===== config.mk =====
export PLATFORM = sky130hd
export DESIGN_NAME = ahb_slave_monitor
export DESIGN_NICKNAME = d
export VERILOG_FILES = /design/src/rtl/ahbmon_pkg.sv /design/src/rtl/ahbmon_resp_tracker.sv /design/src/rtl/ahbmon_split_map.sv /design/src/rtl/ahbmon_err_latch.sv /design/src/rtl/ahb_slave_monitor.sv
export SDC_FILE = /design/constraint.sdc
export NUM_CORES = 1
export LEC_CHECK = 0
export BUFFER_PORTS_ARGS = -buffer_cell sky130_fd_sc_hd__clkbuf_2
export CELL_PAD_IN_SITES_DETAIL_PLACEMENT = 1
export CELL_PAD_IN_SITES_GLOBAL_PLACEMENT = 1
export CORE_AREA = 2 2 65 67
export CTS_BUF_LIST = sky130_fd_sc_hd__clkbuf_8
export CTS_CLUSTER_DIAMETER = 120
export CTS_CLUSTER_SIZE = 16
export DETAILED_ROUTE_END_ITERATION = 10
export DIE_AREA = 0 0 67 69
export PLACE_DENSITY_LB_ADDON = 0.2
export SLEW_MARGIN = 20
export SYNTH_ARGS = -nofsm -noshare
export SYNTH_HDL_FRONTEND = slang
export SYNTH_SLANG_ARGS = --single-unit
export TNS_END_PERCENT = 50

===== constraint.sdc =====
create_clock -name clk -period 1.45 [get_ports clk]
set_input_delay 0 -clock clk [delete_from_list [all_inputs] [get_ports clk]]
set_output_delay 0 -clock clk [all_outputs]
set_load 0.05 [all_outputs]

===== src/rtl/ahbmon_pkg.sv =====
package ahbmon_pkg;
  localparam int CAUSE_W = 3;

  typedef enum logic [1:0] {
    TR_IDLE   = 2'b00,
    TR_BUSY   = 2'b01,
    TR_NONSEQ = 2'b10,
    TR_SEQ    = 2'b11
  } trans_e;

  typedef enum logic [1:0] {
    RS_OKAY  = 2'b00,
    RS_ERROR = 2'b01,
    RS_RETRY = 2'b10,
    RS_SPLIT = 2'b11
  } resp_e;

  typedef enum logic [CAUSE_W-1:0] {
    CZ_NONE   = 3'd0,
    CZ_NOWAIT = 3'd1,
    CZ_SHAPE  = 3'd2,
    CZ_STRAY  = 3'd3,
    CZ_SPLIT  = 3'd4
  } cause_e;
endpackage


===== src/rtl/ahbmon_resp_tracker.sv =====
module ahbmon_resp_tracker
  import ahbmon_pkg::*;
#(
  parameter int MID_W = 4
) (
  input  logic             clk,
  input  logic             rst,
  input  logic             sel_i,
  input  logic [1:0]       trans_i,
  input  logic             ready_i,
  input  logic [1:0]       resp_i,
  input  logic [MID_W-1:0] mid_i,
  output logic             viol_o,
  output cause_e           cause_o,
  output logic             split_set_o,
  output logic [MID_W-1:0] split_mid_o,
  output logic             pend_o
);
  logic             pend_q, pend_d;
  logic             long_q, long_d;
  logic             second_q, second_d;
  logic [1:0]       code_q, code_d;
  logic [MID_W-1:0] mid_q, mid_d;

  always_comb begin
    viol_o      = 1'b0;
    cause_o     = CZ_NONE;
    split_set_o = 1'b0;
    pend_d      = pend_q;
    long_d      = long_q;
    second_d    = second_q;
    code_d      = code_q;
    mid_d       = mid_q;
    if (pend_q) begin
      if (second_q) begin
        if (!(ready_i && resp_i == code_q)) begin
          viol_o  = 1'b1;
          cause_o = CZ_SHAPE;
        end
        pend_d   = 1'b0;
        second_d = 1'b0;
      end else if (!long_q) begin
        if (!(ready_i && resp_i == RS_OKAY)) begin
          viol_o  = 1'b1;
          cause_o = CZ_NOWAIT;
        end
        pend_d = 1'b0;
      end else if (resp_i == RS_OKAY) begin
        if (ready_i) pend_d = 1'b0;
      end else if (ready_i) begin
        viol_o  = 1'b1;
        cause_o = CZ_SHAPE;
        pend_d  = 1'b0;
      end else begin
        second_d    = 1'b1;
        code_d      = resp_i;
        split_set_o = (resp_i == RS_SPLIT);
      end
    end else if (resp_i != RS_OKAY) begin
      viol_o  = 1'b1;
      cause_o = CZ_STRAY;
    end
    if (sel_i && ready_i) begin
      pend_d   = 1'b1;
      long_d   = (trans_i == TR_NONSEQ) || (trans_i == TR_SEQ);
      mid_d    = mid_i;
      second_d = 1'b0;
    end
  end

  always_ff @(posedge clk) begin
    if (rst) begin
      pend_q   <= 1'b0;
      long_q   <= 1'b0;
      second_q <= 1'b0;
      code_q   <= 2'b00;
      mid_q    <= '0;
    end else begin
      pend_q   <= pend_d;
      long_q   <= long_d;
      second_q <= second_d;
      code_q   <= code_d;
      mid_q    <= mid_d;
    end
  end

  assign split_mid_o = mid_q;
  assign pend_o      = pend_q;

  // the closing cycle of a two-cycle response always follows a low-ready cycle
  p_second_after_low_r5: assert property (@(posedge clk) disable iff (rst)
    second_q |-> $past(!ready_i));
  // the saved code equals the response seen in the opening cycle
  p_code_match_r5: assert property (@(posedge clk) disable iff (rst)
    second_q |-> (code_q == $past(resp_i)));
endmodule


===== src/rtl/ahbmon_split_map.sv =====
module ahbmon_split_map #(
  parameter int MID_W   = 4,
  parameter int NUM_MST = 1 << MID_W
) (
  input  logic               clk,
  input  logic               rst,
  input  logic               set_i,
  input  logic [MID_W-1:0]   set_mid_i,
  input  logic [NUM_MST-1:0] done_i,
  output logic               viol_o
);
  logic [NUM_MST-1:0] map_q;

  for (genvar k = 0; k < NUM_MST; k++) begin : g_bit
    logic bit_q;
    always_ff @(posedge clk) begin
      if (rst) bit_q <= 1'b0;
      else     bit_q <= (bit_q & ~done_i[k]) | (set_i && set_mid_i == MID_W'(k));
    end
    assign map_q[k] = bit_q;
  end

  assign viol_o = |(done_i & ~map_q);

  // a completion without a simultaneous new split leaves those bits clear
  p_done_clears_r8: assert property (@(posedge clk) disable iff (rst)
    (done_i != '0 && !set_i) |=> ((map_q & $past(done_i)) == '0));
endmodule


===== src/rtl/ahbmon_err_latch.sv =====
module ahbmon_err_latch
  import ahbmon_pkg::*;
(
  input  logic               clk,
  input  logic               rst,
  input  logic               resp_viol_i,
  input  cause_e             resp_cause_i,
  input  logic               split_viol_i,
  output logic               err_o,
  output logic [CAUSE_W-1:0] code_o
);
  logic               err_q;
  logic [CAUSE_W-1:0] code_q;

  always_ff @(posedge clk) begin
    if (rst) begin
      err_q  <= 1'b0;
      code_q <= CZ_NONE;
    end else if (!err_q) begin
      if (resp_viol_i) begin
        err_q  <= 1'b1;
        code_q <= resp_cause_i;
      end else if (split_viol_i) begin
        err_q  <= 1'b1;
        code_q <= CZ_SPLIT;
      end
    end
  end

  assign err_o  = err_q;
  assign code_o = code_q;

  p_sticky_r9: assert property (@(posedge clk) disable iff (rst) err_q |=> err_q);
  p_code_hold_r9: assert property (@(posedge clk) disable iff (rst) err_q |=> $stable(code_q));
  p_code_set_r10: assert property (@(posedge clk) disable iff (rst) err_q |-> code_q != CZ_NONE);
endmodule


===== src/rtl/ahb_slave_monitor.sv =====
module ahb_slave_monitor
  import ahbmon_pkg::*;
#(
  parameter  int MID_W   = 4,
  localparam int NUM_MST = 1 << MID_W
) (
  input  logic               clk,
  input  logic               rst,
  input  logic               sel_i,
  input  logic [1:0]         trans_i,
  input  logic               ready_i,
  input  logic [1:0]         resp_i,
  input  logic [MID_W-1:0]   mid_i,
  input  logic [NUM_MST-1:0] split_done_i,
  output logic               err_o,
  output logic [CAUSE_W-1:0] err_code_o
);
  logic             trk_viol, trk_set, trk_pend, map_viol;
  cause_e           trk_cause;
  logic [MID_W-1:0] trk_mid;

  ahbmon_resp_tracker #(.MID_W(MID_W)) u_trk (
    .clk(clk), .rst(rst), .sel_i(sel_i), .trans_i(trans_i), .ready_i(ready_i),
    .resp_i(resp_i), .mid_i(mid_i), .viol_o(trk_viol), .cause_o(trk_cause),
    .split_set_o(trk_set), .split_mid_o(trk_mid), .pend_o(trk_pend)
  );

  ahbmon_split_map #(.MID_W(MID_W), .NUM_MST(NUM_MST)) u_map (
    .clk(clk), .rst(rst), .set_i(trk_set), .set_mid_i(trk_mid),
    .done_i(split_done_i), .viol_o(map_viol)
  );

  ahbmon_err_latch u_err (
    .clk(clk), .rst(rst), .resp_viol_i(trk_viol), .resp_cause_i(trk_cause),
    .split_viol_i(map_viol), .err_o(err_o), .code_o(err_code_o)
  );

  // a response with nothing pending is flagged at the next edge
  p_stray_r7: assert property (@(posedge clk) disable iff (rst)
    (!trk_pend && resp_i != RS_OKAY) |=> err_o);
endmodule


==> results of run 1 <==
==> worst min-delay path: stages <==
cell and delay [ps]:
clkbuf_2 90, nor2b_1 40, a21oi_1 100, nor2_1 40
==> logic make-up (layout without fill, tap and decap cells) <==
kind of cell / after synthesis / after routing
AOI/OAI and AO/OA: 39 / 39
buffers and inverters: 13 / 62
and+or+nand+nor: 81 / 81
xor gates and xnor gates: 2 / 2
DFF: 29 / 29
==> path summary, 6_finish.rpt <==
kind | from | to | slack, ps | cells after the start
setup reg to reg | u_map.g_bit[5].bit_q$_SDFF_PP0_ | u_err.code_o[2]$_SDFFE_PP0P_ | -70 | 5
setup / recovery | u_map.g_bit[5].bit_q$_SDFF_PP0_ | u_err.code_o[2]$_SDFFE_PP0P_ | -70 | 5
hold / removal | split_done_i[1] | u_map.g_bit[1].bit_q$_SDFF_PP0_ | 30 | 4
hold reg to reg | u_err.code_o[2]$_SDFFE_PP0P_ | u_err.code_o[2]$_SDFFE_PP0P_ | 470 | 1
==> power groups by stage <==
stage          Clock [µW]  Sequential (µW)  Combinational [µW]
2_1_floorplan           0              870                86.4
3_3_place_gp            0              844                 185
3_5_place_dp            0              846                 191
4_1_cts               650              828                 209
5_1_grt               687              830                 235
6_report              633              827                 213
==> sequential cells by signal (all words and copies together) (netlist names) <==
signal and count:
u_err.code_o 3, u_err.err_o 1, u_map.g_bit.bit_q 16, u_trk.code_q 2
u_trk.long_q 1, u_trk.pend_o 1, u_trk.second_q 1, u_trk.split_mid_o 4
==> synthesized netlist by cell type, types with 2 or more instances <==
cell / count / area (µm²)
nor2_1: 20 / 75.07
nor2b_1: 18 / 112.6
inv_1: 6 / 22.52
nand3_1: 6 / 30.03
a2111o_1: 2 / 22.52
nand2_1: 14 / 52.55
buf_2: 2 / 10.01
a22oi_1: 2 / 15.01
o32ai_1: 3 / 26.28
nand2b_1: 12 / 75.07
dfxtp_1: 29 / 580.6
o2111ai_1: 2 / 17.52
clkbuf_1: 4 / 15.01
xor2_1: 2 / 17.52
a21oi_1: 20 / 100.1
o21ai_1: 3 / 15.01
nor3_1: 3 / 15.01
==> final cells by class <==
cell class                      count  area share, %
Multi-Input combinational cell    122          42.71
Sequential cell                    29          31.78
Timing Repair Buffer               48          16.46
Clock buffer                        5          3.711
Tap cell                           50          3.374
Inverter                            6          1.215
Clock inverter                      3         0.7422
==> metal layers <==
layer / GRT usage (%) / wire length, µm / up-vias
met1: 22.06 / 1679 / 641
met5: 0 / 0 / -
met3: 5.383 / 126 / 9
li1: - / - / 662
met2: 26.95 / 1796 / 25
met4: 7.029 / 84 / 0
==> timing repair <==
item	in CTS	in global routing
endpoints found under the hold margin	8	0
pin swaps	1	6
hold buffers	8	0
gates resized for setup	3	13
gates cloned	0	0
setup endpoints to repair	6	14
==> through the flow <==
stage	worst slack [ps]	instance area (µm²)	hold slack [ps]	setup TNS [ps]
final	-66.20	1854	30.67	-204.8
after global routing	-134.9	1854	44.28	-551.0
after CTS	-62.89	1794	27.83	-148.9
after detailed placement	-52.79	1627	230.0	-121.4
after global placement	-18.04	1627	225.3	-18.04
after floorplan	19.11	1369	120.3	0
==> run metrics, run 1 <==
status=complete, but fails checks; failing checks=negative setup slack; Synth Instances=164; DR DRC count=0; GRT Util Overall=17.39%; largest net degree at the start of global routing=31; PortBufs=30; Async S/R FF share, synth=0%; mux share of post-synthesis cell area=0%; Root Driver=clkbuf_8; pwr/cell area=around 900 nW/µm²; GR Overflow Total=0; Synth Area per Inst=8.339 µm²; maxcap violations=0; Die Ht=69 µm; Die X-Extent=67 µm; register area=roughly 590 µm²; DRT Wirelength=3686 µm; most frequent cells in the layout=clkbuf_2, dfxtp_1, a21oi_1; Clock Latency Late Sink=280 ps; Setup crit end kind=register; clk buf depth=2; Antenna Cells=0; register bit total from synthesis=29; area share of fa/ha/maj cells after synthesis=0%; Final Cycle Share=104.6%; max_slew headroom=a little under three quarters; synthesized area=1368 µm²; drt first pass iters=4; Cells after DPL=between 200 and 250; Max Slew Vio Count=0; startpoint type of the worst setup path=register; worst endpoint required time=1630 ps; logic gate share of total power=12.7%; Routed Antenna Nets=0; Tmin final=1516 ps; Tot Pwr=approximately 1700 µW; commonest non-fill, non-tap cell in the layout=clkbuf_2; H-Tree Depth=2; Worst-path clk slew=60 ps; Crit Path Class=register to register; Hold Crit Class=input port to register; EDFF count, synth=0; RSZ-0062 raised after global routing=yes; Max FO, Critical Path=3; Slew @ Worst Pin=420.7 ps; worst path buffer plus inverter count=0; Post-Syn Nets=approximately 190; worst setup margin=-66.20 ps; Top Ports=32; fmax=around 0.66 GHz; final setup vio count=4; WL per Instance=around 14 µm; Worst path slowest cell=a2111o_1; Crit path max-delay family=compound AO/OA/AOI/OAI gates; initial core utilization=between 30% and 40%; Clock power frac=37.8%; multi-input logic area=792.0 µm²; slowest stage delay, CP=420 ps; CTS tree=built; core area=about 3900 µm²; RePlAce Congestion=0.8513; simple-gate share of the synthesized area=33.58%; via count=1337; Synthesis Warnings=0; Synth Area in Compound Gates=about a fifth; DR vias/cell=5.084; initial antenna violation count=0; setup bufs post-CTS=0; Peak VDD IR=0.5798 mV; layout cells sized above 1=30.99%; Final #Nets=240; die area=4623 µm²; largest family of logic cells by synthesized area=simple AND/OR/NAND/NOR gates; internal power=1225 µW; skew final=4.935 ps; area delta synth->final=35.59%; Fill cells=496; Seq/Total Area, Yosys=42.45%; Sw Share=26.81%; Worst Path Arrival=~1700 ps; clock sinks=29; std cell rows=23; Psw=448.7 µW; Most used DFF post-synth=dfxtp_1; part of the power in registers=49.4%; TritonCTS Buffers=5; first-pass GRT wire length=~6200 µm; Distinct cells, synth=33; final hold viol count=0; Layout Utilization=about 47%; Non-Filler Instances=263; Leak Pwr=0.0007260 µW; DR iter-0 viols=44; DP HPWL=~2700 µm; post-synthesis xor/xnor area fraction=1.281%; vias in the first global route=1341; worst path cell trace=nor2b_1, a2111o_1, nor4_4, nor2_1, o21a_1
(Power assumes the default switching activity.)
==> inputs of run 2 (changes only) <==
SKIP_CTS_REPAIR_TIMING = 1   (was not set)
==> run 2 against run 1 <==
Net effect: the flow still finishes with violations (negative setup slack); wire length up 1.3%; final cell count unchanged; non-clock buffer count unchanged.
==> run metrics, run 2 (synthesis gave the netlist of run 1 again) <==
TritonCTS Buffers=5 (unchanged); initial core utilization=34.94% (unchanged); Psw=451.8 µW (was 448.7 µW); DP HPWL=2731 µm (unchanged); part of the power in registers=49.3% (was 49.4%); worst path buffer plus inverter count=0 (unchanged); H-Tree Depth=2 (unchanged); Non-Filler Instances=263 (unchanged); pwr/cell area=902.2 nW/µm² (was 902.6 nW/µm²); GRT Util Overall=16.93% (was 17.39%); RePlAce Congestion=0.8513 (unchanged); worst setup margin=-70.95 ps (was -66.20 ps); worst endpoint required time=1630 ps (about the same); Clock Latency Late Sink=280 ps (about the same); drt first pass iters=4 (unchanged); logic gate share of total power=12.8% (was 12.7%); most frequent cells in the layout=clkbuf_2, dfxtp_1, a21oi_1 (unchanged); first-pass GRT wire length=6037 µm (was 6210 µm); DR vias/cell=5.076 (was 5.084); initial antenna violation count=0 (unchanged); GR Overflow Total=0 (unchanged); Peak VDD IR=0.5833 mV (was 0.5798 mV); failing checks=negative setup slack (unchanged); status=complete, but fails checks (unchanged); Slew @ Worst Pin=436.6 ps (was 420.7 ps); area delta synth->final=35.96% (was 35.59%); internal power=1226 µW (was 1225 µW); PortBufs=30 (unchanged); multi-input logic area=795.8 µm² (was 792.0 µm²); die area=4623 µm² (unchanged); Sw Share=26.93% (was 26.81%); slowest stage delay, CP=430 ps (was 420 ps); Max FO, Critical Path=3 (unchanged); Crit path max-delay family=compound AO/OA/AOI/OAI gates (unchanged); Leak Pwr=0.0007283 µW (was 0.0007260 µW); Hold Crit Class=input port to register (unchanged); Routed Antenna Nets=0 (unchanged); Die X-Extent=67 µm (unchanged); CTS tree=built (unchanged); Clock power frac=37.9% (was 37.8%); Max Slew Vio Count=0 (unchanged); Tmin final=1521 ps (was 1516 ps); Worst Path Arrival=1700 ps (was 1690 ps); Fill cells=495 (was 496); Crit Path Class=register to register (unchanged); commonest non-fill, non-tap cell in the layout=clkbuf_2 (unchanged); Final Cycle Share=104.9% (was 104.6%); max_slew headroom=70.87% (was 71.56%); DR DRC count=0 (unchanged); Top Ports=32 (unchanged); startpoint type of the worst setup path=register (unchanged); Die Ht=69 µm (unchanged); final setup vio count=4 (unchanged); clk buf depth=2 (unchanged); register area=590.6 µm² (was 589.3 µm²); Root Driver=clkbuf_8 (unchanged); worst path cell trace=nor2b_1, a2111o_1, nor4_4, nor2_1, o21a_1 (unchanged); Setup crit end kind=register (unchanged); Worst-path clk slew=60 ps (about the same); core area=3914 µm² (unchanged); DR iter-0 viols=41 (was 44); flip-flop count of the largest register after layout=16 (unchanged); vias in the first global route=1302 (was 1341); via count=1335 (was 1337); layout cells sized above 1=31.92% (was 30.99%); WL per Instance=14.20 µm (was 14.02 µm); RSZ-0062 raised after global routing=yes (unchanged); Biggest register=u_map.g_bit.bit_q (unchanged); final hold viol count=0 (unchanged); Worst path slowest cell=a2111o_1 (unchanged); maxcap violations=0 (unchanged); DRT Wirelength=3735 µm (was 3686 µm); Layout Utilization=47.51% (was 47.38%); clock sinks=29 (unchanged); skew final=4.504 ps (was 4.935 ps); std cell rows=23 (unchanged); Antenna Cells=0 (unchanged); Cells after DPL=247 (unchanged); Final #Nets=240 (unchanged); Setup WS pre-CTS=-52.79 ps (unchanged); fmax=0.6575 GHz (was 0.6595 GHz); largest net degree at the start of global routing=31 (unchanged)
## run 2: cell count changes in the layout (fill, tap and decap cells not counted)
cell | before | now
dfxtp_2 | 4 | 5
o21ai_2 | 0 | 1
dfxtp_1 | 24 | 23
o21ai_1 | 3 | 2
## run 2: routing by layer
layer	vias up	wire length [µm]	track usage, %
met5	-	0	0
met4	0	84	7.029
met3	9	139	5.383
met2	25	1880	25.52
met1	639	1630	21.96
li1	662	-	-
## run 2: through the flow
| step | hold WS (ps) | area (µm²) | setup TNS, ps | total power, µW |
|---|---|---|---|---|
| CTS | -71.12 | 1709 | -181.5 | 1671 |
| global route | 51.14 | 1859 | -489.3 | 1753 |
| floorplan | 120.3 | 1369 | 0 | 956.5 |
| global placement | 225.3 | 1627 | -18.04 | 1030 |
| detailed placement | 230.0 | 1627 | -121.4 | 1037 |
| finish | 30.84 | 1859 | -172.6 | 1677 |
## run 2: path summary, 6_finish.rpt
| check | start | endpoint | slack (ps) | cells after the start |
|---|---|---|---|---|
| worst max-delay path | u_map.g_bit[5].bit_q$_SDFF_PP0_ | u_err.code_o[2]$_SDFFE_PP0P_ | -70 | 5 |
| worst min-delay path | split_done_i[1] | u_map.g_bit[1].bit_q$_SDFF_PP0_ | 30 | 4 |
| worst min register to register | u_err.code_o[2]$_SDFFE_PP0P_ | u_err.code_o[2]$_SDFFE_PP0P_ | 470 | 1 |
| worst max register to register | u_map.g_bit[5].bit_q$_SDFF_PP0_ | u_err.code_o[2]$_SDFFE_PP0P_ | -70 | 5 |
## run 2: area by class of cell
cell class              count  share of cell area [%]
clock buffers               5                   3.701
multi-input cells         122                   42.80
repair buffers             48                   16.42
inverters                   6                   1.211
flip-flops and latches     29                   31.76
well taps                  50                   3.365
clock inverters             3                  0.7402
## run 2: power groups by stage
stage | sequential [µW] | combinational (µW) | clock [µW]
4_1_cts | 828 | 192 | 650
3_5_place_dp | 846 | 191 | 0
5_1_grt | 830 | 236 | 687
2_1_floorplan | 870 | 86.4 | 0
6_report | 827 | 215 | 635
3_3_place_gp | 844 | 185 | 0
## run 2: worst reg2reg max path: stages, from the launching register on
cell      delay, ps
dfxtp_2         320
nor2b_1          40
a2111o_1        430
nor4_4          390
nor2_1           80
o21a_1          170
==> inputs of run 3 (changes only) <==
PLACE_DENSITY = 0.78   (was not set)
PLACE_DENSITY_LB_ADDON = not set   (was 0.2)
REMOVE_ABC_BUFFERS = 1   (was not set)
SKIP_CTS_REPAIR_TIMING = not set   (was 1)
==> run 3 against run 2 <==
Net effect: the flow still finishes with violations (negative setup slack); die area unchanged; clock skew grew 1.4 ps; sequential share of layout area rose by 0.25 points; power up 14%; via count fell by 3.3%; cell area is 1.6% lower; non-clock buffer count shrank 1; clock power up 37%.
==> run metrics, run 3 (synthesis gave the netlist of run 1 again) <==
Non-Filler Instances=262 (was 263); initial core utilization=34.94% (unchanged); RSZ-0062 raised after global routing=yes (unchanged); Cells after DPL=246 (was 247); commonest non-fill, non-tap cell in the layout=clkbuf_2 (unchanged); final setup vio count=3 (was 4); skew final=5.947 ps (was 4.504 ps); Fill cells=503 (was 495); via count=1291 (was 1335); worst reg2reg startpoint=u_map.g_bit[0].bit_q$_SDFF_PP0_ (was u_map.g_bit[5].bit_q$_SDFF_PP0_); Clock Latency Late Sink=290 ps (was 280 ps); Psw=452.4 µW (was 451.8 µW); WHS Endpoint=u_map.g_bit[3].bit_q$_SDFF_PP0_ (was u_map.g_bit[1].bit_q$_SDFF_PP0_); Leak Pwr=0.0007322 µW (was 0.0007283 µW); drt first pass iters=4 (unchanged); Max FO, Critical Path=3 (unchanged); Die X-Extent=67 µm (unchanged); Peak VDD IR=0.7106 mV (was 0.5833 mV); core area=3914 µm² (unchanged); DRT Wirelength=3468 µm (was 3735 µm); Worst Path Arrival=1680 ps (was 1700 ps); Final #Nets=239 (was 240); Die Ht=69 µm (unchanged); R2R Path End=u_err.code_o[2]$_SDFFE_PP0P_ (unchanged); most frequent cells in the layout=clkbuf_2, dfxtp_1, a21oi_1 (unchanged); clock sinks=29 (unchanged); Biggest register=u_map.g_bit.bit_q (unchanged); Worst-path clk slew=60 ps (about the same); fmax=0.6699 GHz (was 0.6575 GHz); Setup crit end kind=register (unchanged); initial antenna violation count=0 (unchanged); PortBufs=30 (unchanged); std cell rows=23 (unchanged); Hold Crit Class=input port to register (unchanged); first-pass GRT wire length=5837 µm (was 6037 µm); setup bufs post-CTS=0; post-route cell area=1829 µm² (was 1859 µm²); register area=585.6 µm² (was 590.6 µm²); Tmin final=1493 ps (was 1521 ps); startpoint type of the worst setup path=register (unchanged); vias in the first global route=1345 (was 1302); DP HPWL=2625 µm (was 2731 µm); area delta synth->final=33.76% (was 35.96%); max_slew headroom=67.45% (was 70.87%); Crit Path Class=register to register (unchanged); H-Tree Depth=2 (unchanged); Top Ports=32 (unchanged); Root Driver=clkbuf_8 (unchanged); Routed Antenna Nets=0 (unchanged); worst setup margin=-42.83 ps (was -70.95 ps); GR Overflow Total=0 (unchanged); Antenna Cells=0 (unchanged); WL per Instance=13.24 µm (was 14.20 µm); DR vias/cell=4.927 (was 5.076); GRT Util Overall=16.70% (was 16.93%); Post-DP Area=1618 µm² (was 1627 µm²); pwr/cell area=1041 nW/µm² (was 902.2 nW/µm²); failing checks=negative setup slack (unchanged); TritonCTS Buffers=5 (unchanged); flip-flop count of the largest register after layout=16 (unchanged); die area=4623 µm² (unchanged); largest net degree at the start of global routing=20 (was 31); maxcap violations=0 (unchanged); multi-input logic area=744.5 µm² (was 795.8 µm²); part of the power in registers=43.4% (was 49.3%); Slew @ Worst Pin=483.8 ps (was 436.6 ps); Hold Crit Start=split_done_i[3] (was split_done_i[1]); Final Cycle Share=103.0% (was 104.9%); DR DRC count=0 (unchanged); worst r2r path cells=5 (unchanged); Sw Share=23.75% (was 26.93%); layout cells sized above 1=27.83% (was 31.92%); internal power=1452 µW (was 1226 µW); Max Slew Vio Count=0 (unchanged); logic gate share of total power=10.8% (was 12.8%); WHS Path Cells=3 (was 4); clk buf depth=2 (unchanged); status=complete, but fails checks (unchanged); final hold viol count=0 (unchanged); DR iter-0 viols=48 (was 41); CTS tree=built (unchanged); worst endpoint required time=1630 ps (about the same); RePlAce Congestion=0.8098 (was 0.8513); Clock power frac=45.7% (was 37.9%); R2R Setup Slk=-40 ps (was -70 ps)
-- run 3: cell types whose count changed in the layout (fill, tap and decap cells not counted), moves of 2 or more --
| cell | change |
|---|---|
| nor2_1 | +2 |
| clkinv_2 | -2 |
| dfxtp_1 | +2 |
| nor2_4 | -3 |
-- run 3: how the worst max path moves through the flow --
| stage | from | to | slack [ps] | depth (start not counted) |
|---|---|---|---|---|
| floorplan | u_trk.second_q$_SDFFE_PP0P_ | u_err.code_o[0]$_SDFFE_PP0P_ | -20 | 4 |
| global placement | u_map.g_bit[15].bit_q$_SDFF_PP0_ | u_err.code_o[2]$_SDFFE_PP0P_ | -20 | 5 |
| detailed placement | u_map.g_bit[5].bit_q$_SDFF_PP0_ | u_err.code_o[2]$_SDFFE_PP0P_ | -50 | 5 |
| CTS | u_map.g_bit[10].bit_q$_SDFF_PP0_ | u_err.code_o[2]$_SDFFE_PP0P_ | -60 | 5 |
| global route | u_map.g_bit[0].bit_q$_SDFF_PP0_ | u_err.code_o[1]$_SDFFE_PP0P_ | -110 | 5 |
| finish | u_map.g_bit[0].bit_q$_SDFF_PP0_ | u_err.code_o[2]$_SDFFE_PP0P_ | -40 | 5 |
-- run 3: timing repair --
action | 4_1_cts | 5_1_grt
endpoints found under the hold margin | 8 | 0
resized for setup | 1 | 5
endpoints found under the setup margin | 4 | 8
hold buffers | 8 | 0
pin swaps | 4 | 3
-- run 3: area by class of cell --
class,instances,area share [%]
clock buffers,6,4.514
multi-input cells,122,40.70
repair buffers,47,16.28
clock inverters,2,1.847
well taps,50,3.420
flip-flops and latches,29,32.01
inverters,6,1.231
-- run 3: metrics by stage --
stage	power (µW)	worst slack (ps)	hold WS, ps	TNS, ps	util (%)
3_3_place_gp	1031	-23.09	239.6	-23.09	41.34
6_report	1904	-42.83	29.26	-86.49	46.74
4_1_cts	1934	-63.00	24.78	-142.8	46.39
5_1_grt	1979	-107.7	37.94	-299.6	46.74
2_1_floorplan	932.9	-23.61	69.07	-36.86	-
3_5_place_dp	1035	-51.64	237.7	-98.38	41.34
-- run 3: routing by layer --
layer	track usage [%]	vias up	wire length, µm
met4	6.803	0	65
li1	-	661	-
met1	18.14	601	1503
met5	0	-	0
met3	4.894	6	132
met2	29.37	23	1766
-- run 3: power groups by stage --
| stage | Combinational, µW | Clock (µW) | Sequential [µW] |
|---|---|---|---|
| 6_report | 206 | 871 | 827 |
| 3_5_place_dp | 190 | 0 | 845 |
| 3_3_place_gp | 186 | 0 | 845 |
| 4_1_cts | 208 | 899 | 827 |
| 2_1_floorplan | 62.8 | 0 | 870 |
| 5_1_grt | 227 | 921 | 830 |
-- run 3: worst max-delay path, cell delays in order (launching register included) --
cell	delay, ps
dfxtp_2	320
nor2b_1	40
a2111o_1	440
nor4_4	360
nor2_1	70
o21a_1	160
